$ cat config.mk
export PLATFORM = sky130hd
export DESIGN_NAME = edge_detect_top
export DESIGN_NICKNAME = d
export VERILOG_FILES = /design/src/rtl/edge_pkg.sv /design/src/rtl/edge_window.sv /design/src/rtl/edge_grad.sv /design/src/rtl/edge_decide.sv /design/src/rtl/edge_detect_top.sv
export SDC_FILE = /design/constraint.sdc
export NUM_CORES = 2
export LEC_CHECK = 0
export BUFFER_PORTS_ARGS = -buffer_cell sky130_fd_sc_hd__buf_2
export CORE_UTILIZATION = 40
export DETAILED_ROUTE_END_ITERATION = 7
export PLACE_DENSITY = 0.51
export SLEW_MARGIN = 30
export SYNTH_ARGS = -nofsm -noshare
export SYNTH_HDL_FRONTEND = slang
export SYNTH_SLANG_ARGS = --single-unit
$ cat constraint.sdc
create_clock -name clk -period 30.7 [get_ports clk]
set_input_delay 3.07 -clock clk [delete_from_list [all_inputs] [get_ports clk]]
set_output_delay 3.07 -clock clk [all_outputs]
set_load 0.01 [all_outputs]
$ cat src/rtl/edge_pkg.sv
// Package: shared operator-select encoding for the edge detector.
// Assumes: a two-bit select at the block edge.
package edge_pkg;
    typedef enum logic [1:0] {
        OP_DIAG = 2'b00,   // 2x2 diagonal differences
        OP_UNIF = 2'b01,   // 3x3, all taps weight 1
        OP_CWT  = 2'b10,   // 3x3, middle taps weight 2
        OP_SPARE = 2'b11   // spare code, treated as OP_UNIF
    } op_mode_e;
endpackage

$ cat src/rtl/edge_window.sv
// Module: edge_window
// Tracks the raster position, keeps the two previous rows in row stores,
// shifts a 3x3 neighbourhood whose newest pixel is the current input, and
// captures operator and threshold with the first pixel of each frame.
// Assumes: LINE_W >= 3 and ROWS >= 3; stalls (in_valid low) freeze all state.
module edge_window
    import edge_pkg::*;
#(
    parameter int PIX_W  = 8,
    parameter int LINE_W = 256,
    parameter int ROWS   = 256,
    parameter int THR_W  = 11
) (
    input  logic             clk,
    input  logic             rst_n,
    input  logic             frame_start,
    input  logic             in_valid,
    input  logic [PIX_W-1:0] in_pix,
    input  op_mode_e         mode_in,
    input  logic [THR_W-1:0] thr_in,
    output logic [PIX_W-1:0] win [3][3],
    output logic             v1,
    output logic             b1,
    output op_mode_e         mode_q,
    output logic [THR_W-1:0] thr_q
);
    localparam int COL_W = $clog2(LINE_W);
    localparam int ROW_W = $clog2(ROWS);
    localparam int NLB   = 2;

    logic             pending;
    logic             start;
    logic [COL_W-1:0] col, cur_col;
    logic [ROW_W-1:0] row, cur_row;
    logic             last_col, last_px;
    op_mode_e         eff_mode;
    logic [1:0]       margin;
    logic [PIX_W-1:0] lb_q [NLB];

    // Position of the incoming pixel; a new frame starts at the origin.
    always_comb begin
        start    = pending | frame_start;
        cur_col  = start ? '0 : col;
        cur_row  = start ? '0 : row;
        last_col = (cur_col == COL_W'(LINE_W - 1));
        last_px  = last_col && (cur_row == ROW_W'(ROWS - 1));
        eff_mode = start ? mode_in : mode_q;
        margin   = (eff_mode == OP_DIAG) ? 2'd1 : 2'd2;
    end

    // Row stores: store 0 holds the previous row, store k the row k+1 above.
    for (genvar k = 0; k < NLB; k++) begin : g_lb
        logic [PIX_W-1:0] mem [LINE_W];
        logic [PIX_W-1:0] wr_d;
        if (k == 0) begin : g_head
            assign wr_d = in_pix;
        end else begin : g_chain
            assign wr_d = lb_q[k-1];
        end
        assign lb_q[k] = mem[cur_col];
        // Read-before-write column update on each accepted pixel.
        always_ff @(posedge clk) begin
            if (in_valid) mem[cur_col] <= wr_d;
        end
    end

    // Raster counters and the pending-frame flag.
    always_ff @(posedge clk) begin
        if (!rst_n) begin
            col     <= '0;
            row     <= '0;
            pending <= 1'b1;
        end else if (in_valid) begin
            pending <= last_px;
            if (last_px) begin
                col <= '0;
                row <= '0;
            end else if (last_col) begin
                col <= '0;
                row <= cur_row + 1'b1;
            end else begin
                col <= cur_col + 1'b1;
                row <= cur_row;
            end
        end else if (frame_start) begin
            pending <= 1'b1;
        end
    end

    // Per-frame capture of operator and threshold.
    always_ff @(posedge clk) begin
        if (!rst_n) begin
            mode_q <= OP_DIAG;
            thr_q  <= '0;
        end else if (in_valid && start) begin
            mode_q <= mode_in;
            thr_q  <= thr_in;
        end
    end

    // Neighbourhood shift: left columns age, right column loads new taps.
    always_ff @(posedge clk) begin
        if (!rst_n) begin
            for (int i = 0; i < 3; i++)
                for (int j = 0; j < 3; j++)
                    win[i][j] <= '0;
        end else if (in_valid) begin
            for (int i = 0; i < 3; i++)
                for (int j = 0; j < 2; j++)
                    win[i][j] <= win[i][j+1];
            win[0][2] <= lb_q[1];
            win[1][2] <= lb_q[0];
            win[2][2] <= in_pix;
        end
    end

    // Valid and border tag travel with the neighbourhood.
    always_ff @(posedge clk) begin
        if (!rst_n) begin
            v1 <= 1'b0;
            b1 <= 1'b0;
        end else begin
            v1 <= in_valid;
            b1 <= (int'(cur_row) < int'(margin)) || (int'(cur_col) < int'(margin));
        end
    end

    // settings move only when a frame begins.
    a_r8_cfg_hold: assert property (@(posedge clk) disable iff (!rst_n)
        !(in_valid && start) |=> ($stable(mode_q) && $stable(thr_q)));

    // position counters stay inside the frame.
    a_r10_pos_range: assert property (@(posedge clk) disable iff (!rst_n)
        (int'(col) < LINE_W) && (int'(row) < ROWS));
endmodule

$ cat src/rtl/edge_grad.sv
// Module: edge_grad
// Forms the two gradient components for the selected operator from the
// 3x3 neighbourhood and registers them with valid, border tag and threshold.
// Assumes: GW >= PIX_W + 3 so that 4*max pixel fits as a signed value.
module edge_grad
    import edge_pkg::*;
#(
    parameter int PIX_W = 8,
    parameter int GW    = 11,
    parameter int THR_W = 11
) (
    input  logic                 clk,
    input  logic                 rst_n,
    input  logic [PIX_W-1:0]     win [3][3],
    input  logic                 v1,
    input  logic                 b1,
    input  op_mode_e             mode,
    input  logic [THR_W-1:0]     thr,
    output logic signed [GW-1:0] gx,
    output logic signed [GW-1:0] gy,
    output logic                 v2,
    output logic                 b2,
    output logic [THR_W-1:0]     thr2
);
    localparam int PAD = GW - PIX_W;
    localparam logic signed [GW-1:0] GLIM = GW'(4 * ((1 << PIX_W) - 1));

    // Widen a tap to signed, optionally doubled by a one-bit left shift.
    function automatic logic signed [GW-1:0] tap(input logic [PIX_W-1:0] p,
                                                 input logic dbl);
        return dbl ? $signed({{(PAD-1){1'b0}}, p, 1'b0})
                   : $signed({{PAD{1'b0}}, p});
    endfunction

    logic                 cw;
    logic signed [GW-1:0] xp, xn, yp, yn, gx_c, gy_c;

    // Operator selection; the 2x2 uses the bottom-right quad of the window.
    always_comb begin
        cw = (mode == OP_CWT);
        xp = tap(win[0][2], 1'b0) + tap(win[1][2], cw) + tap(win[2][2], 1'b0);
        xn = tap(win[0][0], 1'b0) + tap(win[1][0], cw) + tap(win[2][0], 1'b0);
        yp = tap(win[2][0], 1'b0) + tap(win[2][1], cw) + tap(win[2][2], 1'b0);
        yn = tap(win[0][0], 1'b0) + tap(win[0][1], cw) + tap(win[0][2], 1'b0);
        if (mode == OP_DIAG) begin
            gx_c = tap(win[1][1], 1'b0) - tap(win[2][2], 1'b0);
            gy_c = tap(win[1][2], 1'b0) - tap(win[2][1], 1'b0);
        end else begin
            gx_c = xp - xn;
            gy_c = yp - yn;
        end
    end

    // Pipeline register for the components and their side-band.
    always_ff @(posedge clk) begin
        if (!rst_n) begin
            gx   <= '0;
            gy   <= '0;
            v2   <= 1'b0;
            b2   <= 1'b0;
            thr2 <= '0;
        end else begin
            gx   <= gx_c;
            gy   <= gy_c;
            v2   <= v1;
            b2   <= b1;
            thr2 <= thr;
        end
    end

    // components stay within +/- 4*max pixel, so no wrap occurred.
    a_r6_no_overflow: assert property (@(posedge clk) disable iff (!rst_n)
        v2 |-> (gx <= GLIM && gx >= -GLIM && gy <= GLIM && gy >= -GLIM));
endmodule

$ cat src/rtl/edge_decide.sv
// Module: edge_decide
// Folds the components into |Gx| + |Gy|, compares against the frame's
// threshold and registers the edge bit with its valid flag.
// Assumes: |Gx| + |Gy| fits in GW unsigned bits (guaranteed for GW = PIX_W+3).
module edge_decide #(
    parameter int GW    = 11,
    parameter int THR_W = 11
) (
    input  logic                 clk,
    input  logic                 rst_n,
    input  logic signed [GW-1:0] gx,
    input  logic signed [GW-1:0] gy,
    input  logic                 v2,
    input  logic                 b2,
    input  logic [THR_W-1:0]     thr2,
    output logic                 out_valid,
    output logic                 out_edge
);
    logic [GW-1:0] ax, ay, mag;

    // Absolute values and their sum.
    always_comb begin
        ax  = gx[GW-1] ? GW'(-gx) : GW'(gx);
        ay  = gy[GW-1] ? GW'(-gy) : GW'(gy);
        mag = ax + ay;
    end

    // Strict threshold test, masked on border neighbourhoods.
    always_ff @(posedge clk) begin
        if (!rst_n) begin
            out_valid <= 1'b0;
            out_edge  <= 1'b0;
        end else begin
            out_valid <= v2;
            out_edge  <= v2 && !b2 && (int'(mag) > int'(thr2));
        end
    end

    // output valid follows the stage valid by one register.
    a_r2_valid_follow: assert property (@(posedge clk) disable iff (!rst_n)
        out_valid == $past(v2));

    // a border-tagged neighbourhood never yields an edge.
    a_r7_border_zero: assert property (@(posedge clk) disable iff (!rst_n)
        $past(v2 && b2) |-> !out_edge);

    // no edge bit without its valid flag.
    a_r1_edge_needs_valid: assert property (@(posedge clk) disable iff (!rst_n)
        !out_valid |-> !out_edge);
endmodule

$ cat src/rtl/edge_detect_top.sv
// Module: edge_detect_top
// Streaming edge detector: neighbourhood builder, gradient stage and
// threshold stage in a fixed three-cycle pipeline.
// Assumes: raster-order pixels, LINE_W >= 3, ROWS >= 3.
module edge_detect_top
    import edge_pkg::*;
#(
    parameter int PIX_W  = 8,
    parameter int LINE_W = 256,
    parameter int ROWS   = 256,
    parameter int THR_W  = PIX_W + 3
) (
    input  logic             clk,
    input  logic             rst_n,
    input  logic             frame_start,
    input  logic             in_valid,
    input  logic [PIX_W-1:0] in_pix,
    input  logic [1:0]       op_sel,
    input  logic [THR_W-1:0] edge_thr,
    output logic             out_valid,
    output logic             out_edge
);
    localparam int GW = PIX_W + 3;

    logic [PIX_W-1:0]     win [3][3];
    logic                 v1, b1, v2, b2;
    op_mode_e             mode_q;
    logic [THR_W-1:0]     thr_q, thr2;
    logic signed [GW-1:0] gx, gy;

    edge_window #(.PIX_W(PIX_W), .LINE_W(LINE_W), .ROWS(ROWS), .THR_W(THR_W)) u_win (
        .clk(clk), .rst_n(rst_n), .frame_start(frame_start), .in_valid(in_valid),
        .in_pix(in_pix), .mode_in(op_mode_e'(op_sel)), .thr_in(edge_thr),
        .win(win), .v1(v1), .b1(b1), .mode_q(mode_q), .thr_q(thr_q)
    );

    edge_grad #(.PIX_W(PIX_W), .GW(GW), .THR_W(THR_W)) u_grad (
        .clk(clk), .rst_n(rst_n), .win(win), .v1(v1), .b1(b1), .mode(mode_q),
        .thr(thr_q), .gx(gx), .gy(gy), .v2(v2), .b2(b2), .thr2(thr2)
    );

    edge_decide #(.GW(GW), .THR_W(THR_W)) u_dec (
        .clk(clk), .rst_n(rst_n), .gx(gx), .gy(gy), .v2(v2), .b2(b2),
        .thr2(thr2), .out_valid(out_valid), .out_edge(out_edge)
    );
endmodule

# Word level (Yosys, flattened, before mapping)
# Memories as Yosys holds them, arrays and structs flattened. A register that Yosys moved wholly into a read port is not among the register bits.
# Cells that the tools add are included.
dict set report totals {
  ram_bits 4096
  mem_count 2
  ff_bits 133
  input_bits 25
}
# name depth width read_ports rd_clocked_by_memory_dff wr line_no
set memory_table {}
lappend memory_table {{u_win.g_lb[0].mem} 256 8 1 0 1 edge_window.sv:53} ;# logic [PIX_W-1:0] mem [LINE_W];
lappend memory_table {{u_win.g_lb[1].mem} 256 8 1 1 1 edge_window.sv:53}
dict set report classes {
  n_reduce_logical 10
  order_cmp 3
  n_eq_ne 3
  n_addsub 17
  bitwise_logic 1
  muxes 20
}
# operator count
set ops {}
lappend ops {{8-bit two-way mux} 6}
lappend ops {{11-bit by 9-bit adder with 11-bit output} 4}
lappend ops {{9-bit by 11-bit adder with 11-bit output} 4}
lappend ops {{11-bit two-way mux} 4}
lappend ops {{9-bit two-way mux} 4}
lappend ops {{11-bit negation} 2}
lappend ops {{11-bit subtractor} 2}
lappend ops {{8-bit by 8-bit subtractor with 9-bit output} 2}
lappend ops {{8-bit by 1-bit adder with 8-bit output (second input constant)} 2}
lappend ops {{8-bit equality test (second input constant)} 2}
lappend ops {{8-bit by 2-bit < comparator with 1-bit output} 2}
lappend ops {{11-bit adder} 1}
lappend ops {{11-bit greater-than comparator} 1}
lappend ops {{1-bit logical AND} 4}
lappend ops {{2-bit zero test} 2}
lappend ops {{1-bit two-way mux} 4}
lappend ops {{2-bit two-way mux} 2}
lappend ops {{2-bit equality test (second input constant)} 1}
lappend ops {{1-bit zero test} 2}
lappend ops {{2-bit nonzero test} 1}
lappend ops {{1-bit logical OR} 1}
lappend ops {{1-bit OR} 1}

# Depth between registers and ports, before layout
dict set report logic_depth {
  depth_word 6
  ltp_mapped 20
  ltp_nobuf 18
}

# Cells and area by module
# From an unflattened synthesis, not the netlist that was laid out.
dict set report hier_totals {
  cells_unflattened 11834
  hier_area_um2 172993.4
}
# mod n_inst cells_per_inst area_each_um2
set by_module_without_submodules {}
lappend by_module_without_submodules {edge_window 1 11159 167185.3}
lappend by_module_without_submodules {edge_grad 1 515 4631.9}
lappend by_module_without_submodules {edge_decide 1 160 1176.1}

# Least setup slack after synthesis
# Ideal clock, no wire load.
dict set report synth_timing {
  path_type {in2reg}
  startpoint {in frame_start}
  endpoint {mem u_win.g_lb[1].mem[0][6] (data pin)}
  path_buffers 4
  arrival_time_ns 15.423
  setup_time_ns 2.242
  path_slack_ns 13.036
  cell_stages 10
  cell_sequence {buf_2 buf_2 nor4bb_1 clkbuf_1 clkbuf_1 a22oi_1 o211ai_1 a222oi_1 nor4b_1 o31ai_1}
}
dict set report synth_via {
  elab_chain_cells 3
}
# item line_no
set synth_rtl {}
lappend synth_rtl {{start, declared} edge_detect_top.sv:15} ;# input logic frame_start,
lappend synth_rtl {{1-bit OR} edge_window.sv:42} ;# start = pending | frame_start;
lappend synth_rtl {{8-bit two-way mux} edge_window.sv:43} ;# cur_col = start ? '0 : col;
lappend synth_rtl {{memory 256 x 8 bit} --}
lappend synth_rtl {{via u_win.g_lb[1].wr_d[6]} edge_window.sv:54} ;# logic [PIX_W-1:0] wr_d;
lappend synth_rtl {{end, declared} edge_window.sv:53}
# The timed path passes the listed nets, and every way through them passes these cells.

# Worst setup path after layout
dict set report layout_timing {
  startpoint {in frame_start}
  endpoint {mem u_win.g_lb[1].mem[132][0] (data pin)}
}
# Same word-level chain as after synthesis.

==> impl_metrics.yaml <==
status:
  run_status: "finished, violations left"
  failed_checks: "design-rule violations"
pwr:
  pwr-share-seq_pct: 50.8
  p_sw_w: 0.00279
  intPower_w: 0.00982
  switching_share_pct: 22.1
  leakagePower_nw: 63.2
  irDropWorstVdd_mv: 0.0520
  power_frac_clock_pct: 44.0
  comb_power_share_pct: 5.2
  powerDensity_nw_per_um2: 63.9
global_route:
  first_global_vias: 105000
  grt_max_degree: 177
  grt_usage_pct: 27.5
  grt_antenna_before_repair: 31
  grt_pass1_wl_um: 846000
  grt_overflow: 0
synthesis:
  netlist-cell-type-count: 89
  synth_compound_area_share_pct: 9.87
  synthesis.area_um2: 173000
  ys_ff_latch: 4237
  ys_warn_count: 0
  avgSynthCellArea_um2: 14.5
  synthCells: 11900
  async_flop_share_pct: 0
  synthMuxAreaShare_pct: 5.83
  syn_nets: 12100
  synth-simple-area-share_pct: 7.52
  synthFlopType: "edfxtp_1"
  synth_top_family_by_area: "compound AO/OA/AOI/OAI gates"
  seq_area_frac_synth_pct: 72.9
  synth_edf_count: 4096
  synth_xor_xnor_area_share_pct: 0.208
  synth_fa_ha_area_share_pct: 1.29
setup_path:
  crit_path_start_kind: "input port"
  critPathMaxStageDelay_ns: 0.81
  cp-end-kind: "flop"
  path_class: "in2reg"
  r2r_slack_ns: 22.40
  arrival_ns: 10.65
  cp_slowest_cell: "o2111ai_4"
  crit_chain: "buf_4 -> or3b_4 -> buf_4 -> buf_12 -> buf_4 -> buf_4 -> o22ai_1 -> a221oi_1 -> a211oi_1 -> a41oi_1 -> nor4_2 -> buf_4 -> o2111ai_4 -> buf_4 -> buf_4"
  cp_common_cell: "buf_4"
  critPathRequiredTime_ns: 31.36
  crit_fanout: 134
drt:
  route.antenna.remaining_nets: 0
  vias_per_cell: 6.09
  wl_met2_um: 273000
  routed.top_layer: "met5"
  vias: 110000
  wirelength_met1_um: 250000
  wirelength_um: 613000
  drt_pass1_iterations: 8
  drc_errors: 12
  dr_wl_met3_um: 57700
  routedWlPerCell_um: 33.8
  drtIter0Drc: 14900
sta:
  hold_viol: 0
  setup_viol: 0
  fin_worst_skew_ns: 0.108
  slew_headroom_pct: 16.6
  period_share_pct: 32.5
  post-route-min-period_ns: 9.98
  rsz0062_at_grt: "false"
  worst_slew_pin_slew_ns: 1.24
  final_max_slew_viol_count: 0
  fin_setup_tns_ns: 0
  fmax_mhz: 100
clock_network:
  cts_made_buffers: 451
  cts-resized-gates: 0
  clk_latency_ns: 1.05
  cts_tree: "yes"
  cts_hold_buf: 0
  ctsHtreeMaxLevel: 5
  cts.clk_slew.worst_paths_ns: 0.06
  clock_sinks: 4237
  clock-root-buffer: "clkbuf_16"
  cts_buffer_depth: 4
  post_cts_buffers: 0
final_layout:
  fin_nets: 12200
  drive_gt1_share_pct: 14.6
  finalInstanceArea_um2: 197000
  multi_input_area_um2: 44300
  final_common_cell: "edfxtp_1"
  ff_latch_area_um2: 126000
  nFillCells: 37200
  areaGrowthSynthToFinish_pct: 14.2
  layout_common_cells: "edfxtp_1 (4096), nand2_1 (1629), a21oi_1 (724), mux2i_1 (648), clkbuf_16 (455)"
floorplanning:
  chipHeight_um: 659
  start_util_pct: 40.3
  io_pins: 27
  die_w_um: 659
  rows: 240
  coreArea_um2: 429000
  die_area_um2: 434000
place:
  io_buffers: 26
  gp_congestion: 0.909
  hpwl_um: 355000
  placedInstanceArea_um2: 182000
job:
  maxCapViolCount: 0
hold_path:
  hold_class: "reg2reg"
## power by group through the flow
stage                     combinational, W  sequential [W]  clock [W]
after floorplan                   0.000403         0.00654          0
after global placement            0.000636         0.00653          0
after detailed placement          0.000653         0.00653          0
after CTS                         0.000656         0.00640    0.00560
after global routing              0.000716         0.00640    0.00581
final                             0.000657         0.00640    0.00555
## cell families (layout without fill, tap and decap cells)
logic type	after synthesis	after routing
XOR/XNOR	41	41
flip-flops	4237	4237
AO/OA/AOI/OAI	2611	2611
buffers and inverters	987	1489
adder cells (fa/ha/maj)	137	137
other	0	29
multiplexers	956	956
AND/OR/NAND/NOR	2970	2970
## final cells by class
cell class                 instances  area share [%]
timing repair buffer             516            2.23
clock inverter                   281            1.59
clock buffer                     554            5.97
sequential                      4237            63.8
tap                             5687            3.61
antenna                           29          0.0368
inverter                         138           0.275
multi-input combinational       6715            22.5
## worst max-delay path, delay by kind of cell
family,cells,cell delay [ns]
compound gates,5,1.86
simple gates,2,0.86
buf+inv,8,4.49
## Yosys cell counts, types with 29 or more instances
cell | n | area (um2)
and3_1 | 33 | 206
nand3_1 | 326 | 1630
nand2_1 | 1640 | 6160
dfxtp_1 | 141 | 2820
clkbuf_1 | 382 | 1430
o221ai_1 | 101 | 885
a22o_1 | 41 | 359
nor3_1 | 74 | 370
buf_1 | 131 | 492
a311oi_1 | 82 | 718
nor4_1 | 70 | 438
o21ai_0 | 417 | 2090
inv_1 | 136 | 510
a22oi_1 | 205 | 1540
mux2i_1 | 648 | 6490
a222oi_1 | 29 | 290
a211oi_1 | 193 | 1450
a2bb2oi_1 | 139 | 1220
mux2_2 | 298 | 3360
fa_1 | 69 | 1380
o22ai_1 | 104 | 651
ha_1 | 68 | 851
nor2_1 | 463 | 1740
a31oi_1 | 292 | 1830
nor2b_1 | 214 | 1340
a21oi_1 | 734 | 3670
buf_2 | 324 | 1620
xnor2_1 | 35 | 307
edfxtp_1 | 4096 | 123000
## state kept, by name, indices dropped and copies added (netlist names), 2 cells and up
| name | count |
|---|---|
| u_win.thr_q | 11 |
| u_win.win | 72 |
| u_win.col | 8 |
| u_grad.gx | 11 |
| u_grad.gy | 11 |
| u_win.g_lb.mem | 4096 |
| u_win.mode_q | 2 |
| u_grad.thr2 | 11 |
| u_win.row | 8 |
## routing by layer
layer  global-route usage, %  vias to the layer above
met2                    42.1                     5845
li1                        -                    46200
met5                   0.122                        -
met3                    5.48                     1247
met1                    37.9                    57200
met4                    12.2                       12
## path summary, 6_finish.rpt
kind                                    start  cells past startpoint                             endpoint
hold reg to reg   u_win.thr_q[8]$_SDFFE_PN0P_                      2            u_grad.thr2[8]$_SDFF_PN0_
setup / recovery                  frame_start                     15  u_win.g_lb[1].mem[132][0]$_DFFE_PP_
setup reg to reg    u_win.col[0]$_SDFFE_PN0P_                     13  u_win.g_lb[1].mem[241][7]$_DFFE_PP_
hold / removal    u_win.thr_q[8]$_SDFFE_PN0P_                      2            u_grad.thr2[8]$_SDFF_PN0_
## stage by stage
step	cells	setup WS, ns	util [%]	hold slack (ns)	total power [W]
2_1_floorplan	11900	13.04	-	0.405	0.00695
3_3_place_gp	17300	19.27	42.4	0.426	0.00716
3_5_place_dp	17300	19.93	42.5	0.424	0.00718
4_1_cts	18100	20.98	46.0	0.438	0.0127
5_1_grt	18100	20.61	46.0	0.465	0.0129
6_report	18200	20.72	46.0	0.436	0.0126
Note: power is estimated with default switching activity, not from simulation.
